File: config.mk
export PLATFORM = sky130hd
export DESIGN_NAME = cbar_pattern_gen
export DESIGN_NICKNAME = d
export VERILOG_FILES = /design/src/rtl/cbar_pkg.sv /design/src/rtl/cbar_size_calc.sv /design/src/rtl/cbar_palette.sv /design/src/rtl/cbar_line_seq.sv /design/src/rtl/cbar_pattern_gen.sv
export SDC_FILE = /design/constraint.sdc
export NUM_CORES = 1
export LEC_CHECK = 0
export BUFFER_PORTS_ARGS = -buffer_cell sky130_fd_sc_hd__buf_2
export CAP_MARGIN = 15
export CORE_AREA = 2 2 122 124
export DETAILED_ROUTE_END_ITERATION = 10
export DIE_AREA = 0 0 124 126
export GPL_TIMING_DRIVEN = 1
export PLACE_DENSITY = 0.62
export SYNTH_ARGS = -nofsm -noshare
export SYNTH_HDL_FRONTEND = slang
export SYNTH_SLANG_ARGS = --single-unit
File: constraint.sdc
create_clock -name clk -period 15 [get_ports clk]
set_input_delay 3 -clock clk [delete_from_list [all_inputs] [get_ports clk]]
set_output_delay 3 -clock clk [all_outputs]
set_load 0.03 [all_outputs]
File: src/rtl/cbar_pkg.sv
package cbar_pkg;
  localparam int NUM_BARS  = 8;
  localparam int BAR_IDX_W = 3;

  typedef enum logic {
    DT_RAW10 = 1'b0,
    DT_RAW12 = 1'b1
  } dtype_e;
endpackage

File: src/rtl/cbar_size_calc.sv
module cbar_size_calc #(
  parameter int PIX_W = 14,
  localparam int LB_W = PIX_W + 1
) (
  input  cbar_pkg::dtype_e   dtype,
  input  logic [PIX_W-1:0]   pix_len,
  output logic               len_ok,
  output logic [LB_W-1:0]    bar_bytes,
  output logic [LB_W-1:0]    line_bytes
);
  logic [PIX_W-1:0] blocks;
  logic             partial;
  logic [LB_W-1:0]  blk_w;
  logic [LB_W-1:0]  bar_blk_w;

  always_comb begin
    if (dtype == cbar_pkg::DT_RAW12) begin
      blocks  = {1'b0, pix_len[PIX_W-1:1]};
      partial = pix_len[0];
    end else begin
      blocks  = {2'b00, pix_len[PIX_W-1:2]};
      partial = |pix_len[1:0];
    end
    blk_w     = LB_W'(blocks);
    bar_blk_w = LB_W'(blocks >> 3);
    if (dtype == cbar_pkg::DT_RAW12) begin
      line_bytes = (blk_w << 1) + blk_w;
      bar_bytes  = (bar_blk_w << 1) + bar_blk_w;
    end else begin
      line_bytes = (blk_w << 2) + blk_w;
      bar_bytes  = (bar_blk_w << 2) + bar_blk_w;
    end
    len_ok = !partial && (blocks >= PIX_W'(cbar_pkg::NUM_BARS));
  end
endmodule

File: src/rtl/cbar_palette.sv
module cbar_palette #(
  parameter int BYTE_W = 8,
  parameter logic [cbar_pkg::NUM_BARS*BYTE_W-1:0] TABLE = 64'h001F3C6996C3E0FF
) (
  input  logic [cbar_pkg::BAR_IDX_W-1:0] idx,
  output logic [BYTE_W-1:0]              value
);
  logic [BYTE_W-1:0] entry [cbar_pkg::NUM_BARS];

  for (genvar g = 0; g < cbar_pkg::NUM_BARS; g++) begin : g_entry
    assign entry[g] = TABLE[g*BYTE_W +: BYTE_W];
  end

  assign value = entry[idx];
endmodule

File: src/rtl/cbar_line_seq.sv
module cbar_line_seq #(
  parameter int LB_W   = 15,
  parameter int BYTE_W = 8,
  parameter logic [cbar_pkg::NUM_BARS*BYTE_W-1:0] TABLE = 64'h001F3C6996C3E0FF
) (
  input  logic                          clk,
  input  logic                          rst,
  input  logic                          start,
  input  logic                          len_ok,
  input  logic [LB_W-1:0]               bar_bytes,
  input  logic [LB_W-1:0]               line_bytes,
  input  logic                          ready,
  output logic                          valid,
  output logic                          eol,
  output logic                          err,
  output logic [cbar_pkg::BAR_IDX_W-1:0] bar_idx,
  output logic [BYTE_W-1:0]             data
);
  localparam logic [cbar_pkg::BAR_IDX_W-1:0] LAST_BAR =
    cbar_pkg::BAR_IDX_W'(cbar_pkg::NUM_BARS - 1);

  logic                           busy_q, eol_q, err_q;
  logic [cbar_pkg::BAR_IDX_W-1:0] idx_q, idx_nxt;
  logic [LB_W-1:0]                byte_cnt_q, bar_cnt_q, size_q, last_q;
  logic [BYTE_W-1:0]              data_q, pal_val;
  logic                           load, step, bar_end;

  assign load    = start && !busy_q && len_ok;
  assign step    = busy_q && ready && !eol_q;
  assign bar_end = (bar_cnt_q == size_q - LB_W'(1)) && (idx_q != LAST_BAR);

  always_comb begin
    if (load)                idx_nxt = '0;
    else if (step && bar_end) idx_nxt = idx_q + 1'b1;
    else                     idx_nxt = idx_q;
  end

  cbar_palette #(.BYTE_W(BYTE_W), .TABLE(TABLE)) pal_i (
    .idx   (idx_nxt),
    .value (pal_val)
  );

  always_ff @(posedge clk) begin
    if (rst) begin
      busy_q     <= 1'b0;
      eol_q      <= 1'b0;
      err_q      <= 1'b0;
      idx_q      <= '0;
      byte_cnt_q <= '0;
      bar_cnt_q  <= '0;
      size_q     <= '0;
      last_q     <= '0;
      data_q     <= '0;
    end else begin
      err_q <= start && !busy_q && !len_ok;
      if (load) begin
        busy_q     <= 1'b1;
        byte_cnt_q <= '0;
        bar_cnt_q  <= '0;
        idx_q      <= idx_nxt;
        size_q     <= bar_bytes;
        last_q     <= line_bytes - LB_W'(1);
        eol_q      <= (line_bytes == LB_W'(1));
        data_q     <= pal_val;
      end else if (busy_q && ready) begin
        if (eol_q) begin
          busy_q <= 1'b0;
          eol_q  <= 1'b0;
        end else begin
          byte_cnt_q <= byte_cnt_q + LB_W'(1);
          eol_q      <= (byte_cnt_q + LB_W'(1) == last_q);
          bar_cnt_q  <= bar_end ? '0 : bar_cnt_q + LB_W'(1);
          idx_q      <= idx_nxt;
          data_q     <= pal_val;
        end
      end
    end
  end

  assign valid   = busy_q;
  assign eol     = eol_q;
  assign err     = err_q;
  assign bar_idx = idx_q;
  assign data    = data_q;
endmodule

File: src/rtl/cbar_pattern_gen.sv
module cbar_pattern_gen #(
  parameter int PIX_W  = 14,
  parameter int BYTE_W = 8,
  parameter logic [cbar_pkg::NUM_BARS*BYTE_W-1:0] TABLE = 64'h001F3C6996C3E0FF
) (
  input  logic                          clk,
  input  logic                          rst,
  input  logic                          dtype_sel,
  input  logic [PIX_W-1:0]              pix_len,
  input  logic                          sol_strobe,
  input  logic                          out_ready,
  output logic [BYTE_W-1:0]             out_byte,
  output logic                          out_valid,
  output logic [cbar_pkg::BAR_IDX_W-1:0] out_bar,
  output logic                          out_eol,
  output logic                          len_err
);
  localparam int LB_W = PIX_W + 1;

  logic            calc_ok;
  logic [LB_W-1:0] calc_bar, calc_line;

  cbar_size_calc #(.PIX_W(PIX_W)) calc_i (
    .dtype      (cbar_pkg::dtype_e'(dtype_sel)),
    .pix_len    (pix_len),
    .len_ok     (calc_ok),
    .bar_bytes  (calc_bar),
    .line_bytes (calc_line)
  );

  cbar_line_seq #(.LB_W(LB_W), .BYTE_W(BYTE_W), .TABLE(TABLE)) seq_i (
    .clk        (clk),
    .rst        (rst),
    .start      (sol_strobe),
    .len_ok     (calc_ok),
    .bar_bytes  (calc_bar),
    .line_bytes (calc_line),
    .ready      (out_ready),
    .valid      (out_valid),
    .eol        (out_eol),
    .err        (len_err),
    .bar_idx    (out_bar),
    .data       (out_byte)
  );
endmodule

# Yosys cells after proc, flatten, opt, wreduce, memory -nomap -nowiden
# Memories as Yosys holds them, arrays and structs flattened.
# Index checks and enable logic that the tools add are counted.
totals:
  regBits: 74
  elab_cells: 68
  input_bits: 19
  mem_bits_ro: 64
  memories: 1
op_classes:
  muxes: 21
  n_eq_ne: 5
  magnitude_cmp: 2
  bitwise: 2
  addsub: 9
  reduce_logical: 19
mem_list:
  columns: ["memory", "words", "width", "rd", "rd_ports_with_merged_regs", "write_ports", "line_no", "rtl"]
  rows:
  - ["(no name shown)", 8, 8, 1, 0, 0, "cbar_palette.sv:14", "assign value = entry[idx];"]
op_table:
  columns: ["cell", "count"]
  rows:
  - ["2-to-1 mux 8 bit", 5]
  - ["adder 15 x 1 -> 15 bit, second input constant", 2]
  - ["adder 15 x 14 -> 15 bit", 2]
  - ["equality test 15 bit", 2]
  - ["2-to-1 mux 15 bit", 2]
  - ["subtractor 15 x 1 -> 15 bit, second input constant", 2]
  - ["equality test 15 x 1 -> 1 bit, second input constant", 1]
  - ["2-to-1 mux 3 bit", 5]
  - ["adder 13 x 11 -> 14 bit", 1]
  - ["greater-or-equal comparator 14 x 4 -> 1 bit, second input constant", 1]
  - ["2-to-1 mux 14 bit", 1]
  - ["adder 12 x 11 -> 13 bit", 1]
  - ["2-to-1 mux 13 bit", 1]
  - ["logical AND 1 bit", 8]
  - ["2-to-1 mux 1 bit", 7]
  - ["AND reduction 2 bit", 3]
  - ["greater-or-equal comparator 4 bit, second input constant", 1]
  - ["logical NOT 1 bit", 4]
  - ["NOT 3 -> 4 bit", 1]
  - ["nonzero test 2 bit", 2]
  - ["OR reduction 2 bit", 2]
  - ["adder 3 x 1 -> 3 bit, second input constant", 1]
  - ["inequality test 3 bit, second input constant", 1]
  - ["inequality test 2 bit, second input constant", 1]
  - ["NOT 1 bit", 1]

# Depth between registers and ports, before layout
logic_depth:
  word_depth: 13
  depth_mapped: 18

# Modules after synthesis
# A second synthesis with hierarchy kept.
hier_totals:
  hier_cells: 830
  area_unflattened_um2: 6510.0
by_module_without_submodules:
  columns: ["mod", "instances", "area_per_inst_um2", "cells_per_inst"]
  rows:
  - ["cbar_line_seq", 1, 4175.3, 519]
  - ["cbar_size_calc", 1, 2207.1, 294]
  - ["cbar_palette", 1, 127.6, 17]

# Worst setup path before layout
# Ideal clock, no wire load.
synth_path:
  path_kind: "input -> register"
  startpoint: "input dtype_sel"
  endpoint: "register seq_i.last_q[12]"
  cell_stages: 16
  setup_ps: 91
  arrival_ps: 7297
  path_slack_ps: 7612
  path_buffers: 5
  t_required_ps: 14909
  cell_sequence: "buf_1 > clkbuf_1 > buf_1 > clkbuf_1 > mux2i_1 > inv_1 > ha_1 > clkbuf_1 > a21oi_1 > nand2_1 > or3_1 > a211o_1 > o21ai_0 > and3_1 > nand4_1 > a311oi_1"
synth_via:
  elab_chain_len: 4
synth_lines:
  columns: ["item", "line_no", "rtl"]
  rows:
  - ["start: declaration", "cbar_pattern_gen.sv:8", "input logic dtype_sel,"]
  - ["2-to-1 mux 13 bit / 2-to-1 mux 1 bit (equally long branches)", "cbar_size_calc.sv:17", "if (dtype == cbar_pkg::DT_RAW12) begin"]
  - ["adder 15 x 14 -> 15 bit, or another cell as far along", "cbar_size_calc.sv:30", "line_bytes = (blk_w << 2) + blk_w;"]
  - ["2-to-1 mux 15 bit / logical AND 1 bit (equally long branches)", "cbar_size_calc.sv:26, cbar_size_calc.sv:33", null]
  - ["subtractor 15 x 1 -> 15 bit / logical AND 1 bit (equally long branches)", "cbar_line_seq.sv:62, cbar_line_seq.sv:28", null]
  - ["end signal: assignment", "cbar_line_seq.sv:62", "last_q <= line_bytes - LB_W'(1);"]
  - ["end: declaration", "cbar_line_seq.sv:24", "logic [LB_W-1:0] byte_cnt_q, bar_cnt_q, size_q, last_q;"]
# Parallel ways exist; a longest one is shown, timed or not.
# A chain may end at the register's enable or synchronous reset.

# Worst setup path after layout
layout_path:
  startpoint: "input dtype_sel"
  endpoint: "register seq_i.last_q[14]"
# The elaborated chain is that of the path after synthesis.

==> metrics.sh <==
CTS.HTREE.LEVELS=3
SETUP.REG_TO_REG.WORST_SLACK_NS=10.95
NUM_IO_PINS=33
FILLERS=1420
DOMINANT_DELAY_CONTRIBUTOR_BY_CELL_FAMILY_ON_THE_CRITICAL_PATH='compound AO/OA/AOI/OAI gates'
ANTENNA_FOUND_INITIAL=0
FIN_SKEW_NS=0.00456
DRTANTENNAVIOLNETS=0
WORSTPATHCELLLIST='buf_2, buf_4, mux2i_1, inv_1, ha_1, fa_1, a21o_1, a221oi_1, o21ai_0, xnor2_1, mux2_2, and3_1, a31o_2, a311oi_1'
INTERNAL_POWER_W=0.000417
ASYNC_RESET_FF_SHARE_PCT=0
CTS_HOLD_BUF=0
YS_FF_LATCH=71
CLOCK_PATH_BUFFERS=2
DR.PASS1.ITERS=4
YOSYSSEQAREASHARE_PCT=23.0
CPMAXSTAGEDELAYCELL='sky130_fd_sc_hd__mux2i_1'
NETLIST.AREA_LEADER.SHARE_PCT=23.0
VIASPERCELL=5.77
FINAL-INSTANCE-COUNT-EXCL-FILL=983
WORST_R2R_ENDPOINT='seq_i.data[4]$_SDFFE_PP0P_'
ROUTE.VIAS.TOTAL=5669
FLOORPLAN.CORE_AREA_UM2=14300
DESIGN.DIE.AREA_UM2=15600
TIMING.FMAX_MHz=147
LKG_PWR_nW=2.64
CRITICAL_PATH_CAPTURE_POINT_TYPE='flip-flop'
GLOBALPLACE.CONGESTION=0.910
GRTUSAGETOTAL_PCT=21.1
CRIT_REQUIRED_NS=15.24
SUM_OF_INTERNAL_SWITCHING_AND_LEAKAGE_POWER_W=0.000632
GRT_MAX_DEGREE=52
CLKSLEWWORSTSETUPHOLDPATHS_NS=0.05
SYNTHESIZED_AREA_PER_CELL_UM2=7.76
RUN_STATUS='completed'
FINAL.PERIOD_UTILIZATION_PCT=45.3
CLKLATENCYLATEPIN_NS=0.34
POWER.DENSITY_CELL_AREA_nW_PER_UM2=94.3
SYNTH_FF_TYPE='sky130_fd_sc_hd__dfxtp_1'
WORST_PATH_BUFS_INVS=3
DRV_CAP=0
GROUTE.LAYER.MET3.USAGE_PCT=2.13
WORST_SLEW_MARGIN_RELATIVE_TO_ITS_LIMIT_PCT=44.2
FINAL.MIN_CLOCK_PERIOD_NS=6.80
SYNTH_LARGEST_AREA_CELL='sky130_fd_sc_hd__dfxtp_1'
DETAILEDROUTE.FIRSTITERATIONVIOLATIONS=337
PORT_BUFFERS=32
HOLD_PATH_DEPTH=2
CTS_INSERTED_BUFFERS=9
LAYOUT_COMMONEST_CELL='sky130_fd_sc_hd__nor2_1'
TRITONCTS='built'
SWITCHING_SHARE_PCT=34.1
WORSTPATHMAXFANOUT=51
TIMING_WORST_SETUP_PATH_TYPE='in -> reg'
HOLDPATHEND='seq_i.last_q[5]$_SDFFE_PP0P_'
IR_WORST_VDD_uV=49.8
WORST_SLEW_PIN_SLEW_NS=0.837
POSTSYNTHNETCOUNT=862
SYNTHESIS.YOSYS.WARNINGS=0
EFFECTIVE_UTILIZATION_AT_FLOORPLAN_PCT=43.1
SHARE_SEQ_OF_TOTAL_POWER_PCT=32.6
FINAL-SETUP-VIOL-COUNT=0
RATIO_OF_CELLS_WITH_DRIVE_ABOVE_1_IN_THE_FINAL_LAYOUT_PCT=9.64
POWER_FRAC_COMB_PCT=32.6
SYNTH.LIB_CELLS_USED.DISTINCT=74
TIMING.HOLD.WORST.CLASS='reg -> reg'
DIE_WIDTH_UM=124
GRT.BUSIEST_LAYER='met2'
ROUTE.DETAILED.DRC=0
R2R_START='seq_i.size_q[0]$_SDFFE_PP0P_'
FINALWIRELENGTH_MM=16.0
ROWS=44
ANTENNA-DIODE-COUNT=0
PLACED_INSTANCES=967
WORST_HOLD_SLACK_NS=0.472
CTS_SETUP_BUFFERS=0
TOTAL_SWITCHING_POWER_W=0.000215
CTS-RESIZED-GATES=0
SYNTH_CELLS=795
FINALNETCOUNT=861
FINAL_CELL_MIX='sky130_fd_sc_hd__nor2_1, sky130_fd_sc_hd__nand2_1, sky130_fd_sc_hd__dfxtp_1, sky130_fd_sc_hd__xnor2_1, sky130_fd_sc_hd__a21oi_1'
FIRST_GLOBAL_VIAS=5495
WORST_SETUP_PATH_START_KIND='input pin'
WORSTHOLDSTART='seq_i.last_q[5]$_SDFFE_PP0P_'
HOLD_VIOL_FINAL=0
SHARE_OF_TOTAL_POWER_IN_THE_CLOCK_NETWORK_PCT=34.7
DIE_HEIGHT_UM=126
MET2_GLOBAL_ROUTE_USAGE_PCT=34.6
POST_SYNTH_EDFFS=0
MAX_STAGE_DELAY_NS=0.53
GRT_OVERFLOW=0
GRT_SETUP_UNREPAIRED='false'
TIMING.CRITICAL_PATH.ARRIVAL_NS=7.04
HPWLAFTERDP_MM=12.4
RR_WORST_DEPTH=13
SYNTH_TOP_CELLS_BY_AREA='sky130_fd_sc_hd__dfxtp_1, sky130_fd_sc_hd__ha_1, sky130_fd_sc_hd__xnor2_1'
AREA_GROWTH_PCT=8.68
GRT_FIRST_PASS_WIRELENGTH_MM=26.7
FINALSETUPTNS_NS=0
WL_PER_CELL_UM=16.3
CLOCK-SINKS=71
CLOCKROOTBUFFER='sky130_fd_sc_hd__clkbuf_16'
NETLIST_AREA_UM2=6170
GRTUSAGEMET1_PCT=28.8
REPORT.FINAL.SLEW_VIOL_COUNT=0
[cell type report]
cell class	count	area, um2	share of cell area, %
clock buffer	13	270	4.03
clock inverter	3	40.0	0.597
inverter	32	120	1.79
multi-input combinational	644	4430	66.1
sequential	71	1420	21.2
tap	184	230	3.43
timing repair buffer	36	190	2.84
[cells by family after synthesis]
group | count (synthesis) | synth area share, %
XOR/XNOR | 89 | 12.6
adder cells (fa/ha/maj) | 48 | 10.2
flip-flops | 71 | 23.0
AO/OA/AOI/OAI | 174 | 19.3
buffers and inverters | 80 | 5.11
AND/OR/NAND/NOR | 307 | 25.2
multiplexers | 26 | 4.44
[registers in the layout, indices dropped and copies added (netlist names)]
signal / count
seq_i.eol: 1
seq_i.data: 7
seq_i.err: 1
seq_i.bar_idx: 3
seq_i.byte_cnt_q: 15
seq_i.bar_cnt_q: 15
seq_i.size_q: 13
seq_i.valid: 1
seq_i.last_q: 15
[metrics by stage]
step | utilization, % | setup slack (ns) | instance area [um2]
2_1_floorplan | - | 7.61 | 6170
3_3_place_gp | 44.7 | 8.04 | 6390
3_5_place_dp | 44.7 | 7.91 | 6390
4_1_cts | 46.8 | 8.26 | 6710
5_1_grt | 46.8 | 7.76 | 6710
6_report | 46.8 | 8.20 | 6710
[synth_stat cells, types with 9 or more instances]
| master | count |
|---|---|
| sky130_fd_sc_hd__nor2_1 | 81 |
| sky130_fd_sc_hd__nand2_1 | 78 |
| sky130_fd_sc_hd__dfxtp_1 | 71 |
| sky130_fd_sc_hd__xnor2_1 | 53 |
| sky130_fd_sc_hd__a21oi_1 | 47 |
| sky130_fd_sc_hd__ha_1 | 44 |
| sky130_fd_sc_hd__clkbuf_1 | 41 |
| sky130_fd_sc_hd__xor2_1 | 36 |
| sky130_fd_sc_hd__inv_1 | 32 |
| sky130_fd_sc_hd__o21ai_0 | 31 |
| sky130_fd_sc_hd__nor3_1 | 22 |
| sky130_fd_sc_hd__mux2i_1 | 21 |
| sky130_fd_sc_hd__nand4_1 | 19 |
| sky130_fd_sc_hd__nand3_1 | 17 |
| sky130_fd_sc_hd__a211oi_1 | 16 |
| sky130_fd_sc_hd__a21o_1 | 14 |
| sky130_fd_sc_hd__nor4_1 | 11 |
| sky130_fd_sc_hd__or3_1 | 10 |
| sky130_fd_sc_hd__and3_1 | 9 |
[routing by layer]
metal	vias to the layer above	routed length, um
met4	0	320
met5	-	0
li1	2851	-
met1	2681	7730
met3	20	500
met2	117	7460
[tightest hold or removal path, delay by kind of cell (launching register included)]
kind	cells	cell delay, ns
compound gates	1	0.05
flops	1	0.32
simple gates	1	0.06
[power groups by stage]
stage	clock network [W]	logic (W)	registers [W]
2_1_floorplan	0	0.000155	0.000211
3_3_place_gp	0	0.000202	0.000210
3_5_place_dp	0	0.000204	0.000210
4_1_cts	0.000223	0.000205	0.000206
5_1_grt	0.000231	0.000229	0.000208
6_report	0.000220	0.000206	0.000206
[worst max path at each step]
stage	end	start	depth (start not counted)	slack, ns
after detailed placement	seq_i.last_q[14]$_SDFFE_PP0P_	dtype_sel	14	7.91
after global routing	seq_i.last_q[14]$_SDFFE_PP0P_	dtype_sel	13	7.76
after global placement	seq_i.last_q[14]$_SDFFE_PP0P_	dtype_sel	15	8.04
after CTS	seq_i.last_q[14]$_SDFFE_PP0P_	dtype_sel	14	8.26
after floorplan	seq_i.last_q[12]$_SDFFE_PP0P_	dtype_sel	16	7.61
final	seq_i.last_q[14]$_SDFFE_PP0P_	dtype_sel	14	8.20
No activity file was read; power rests on OpenSTA's default activity.
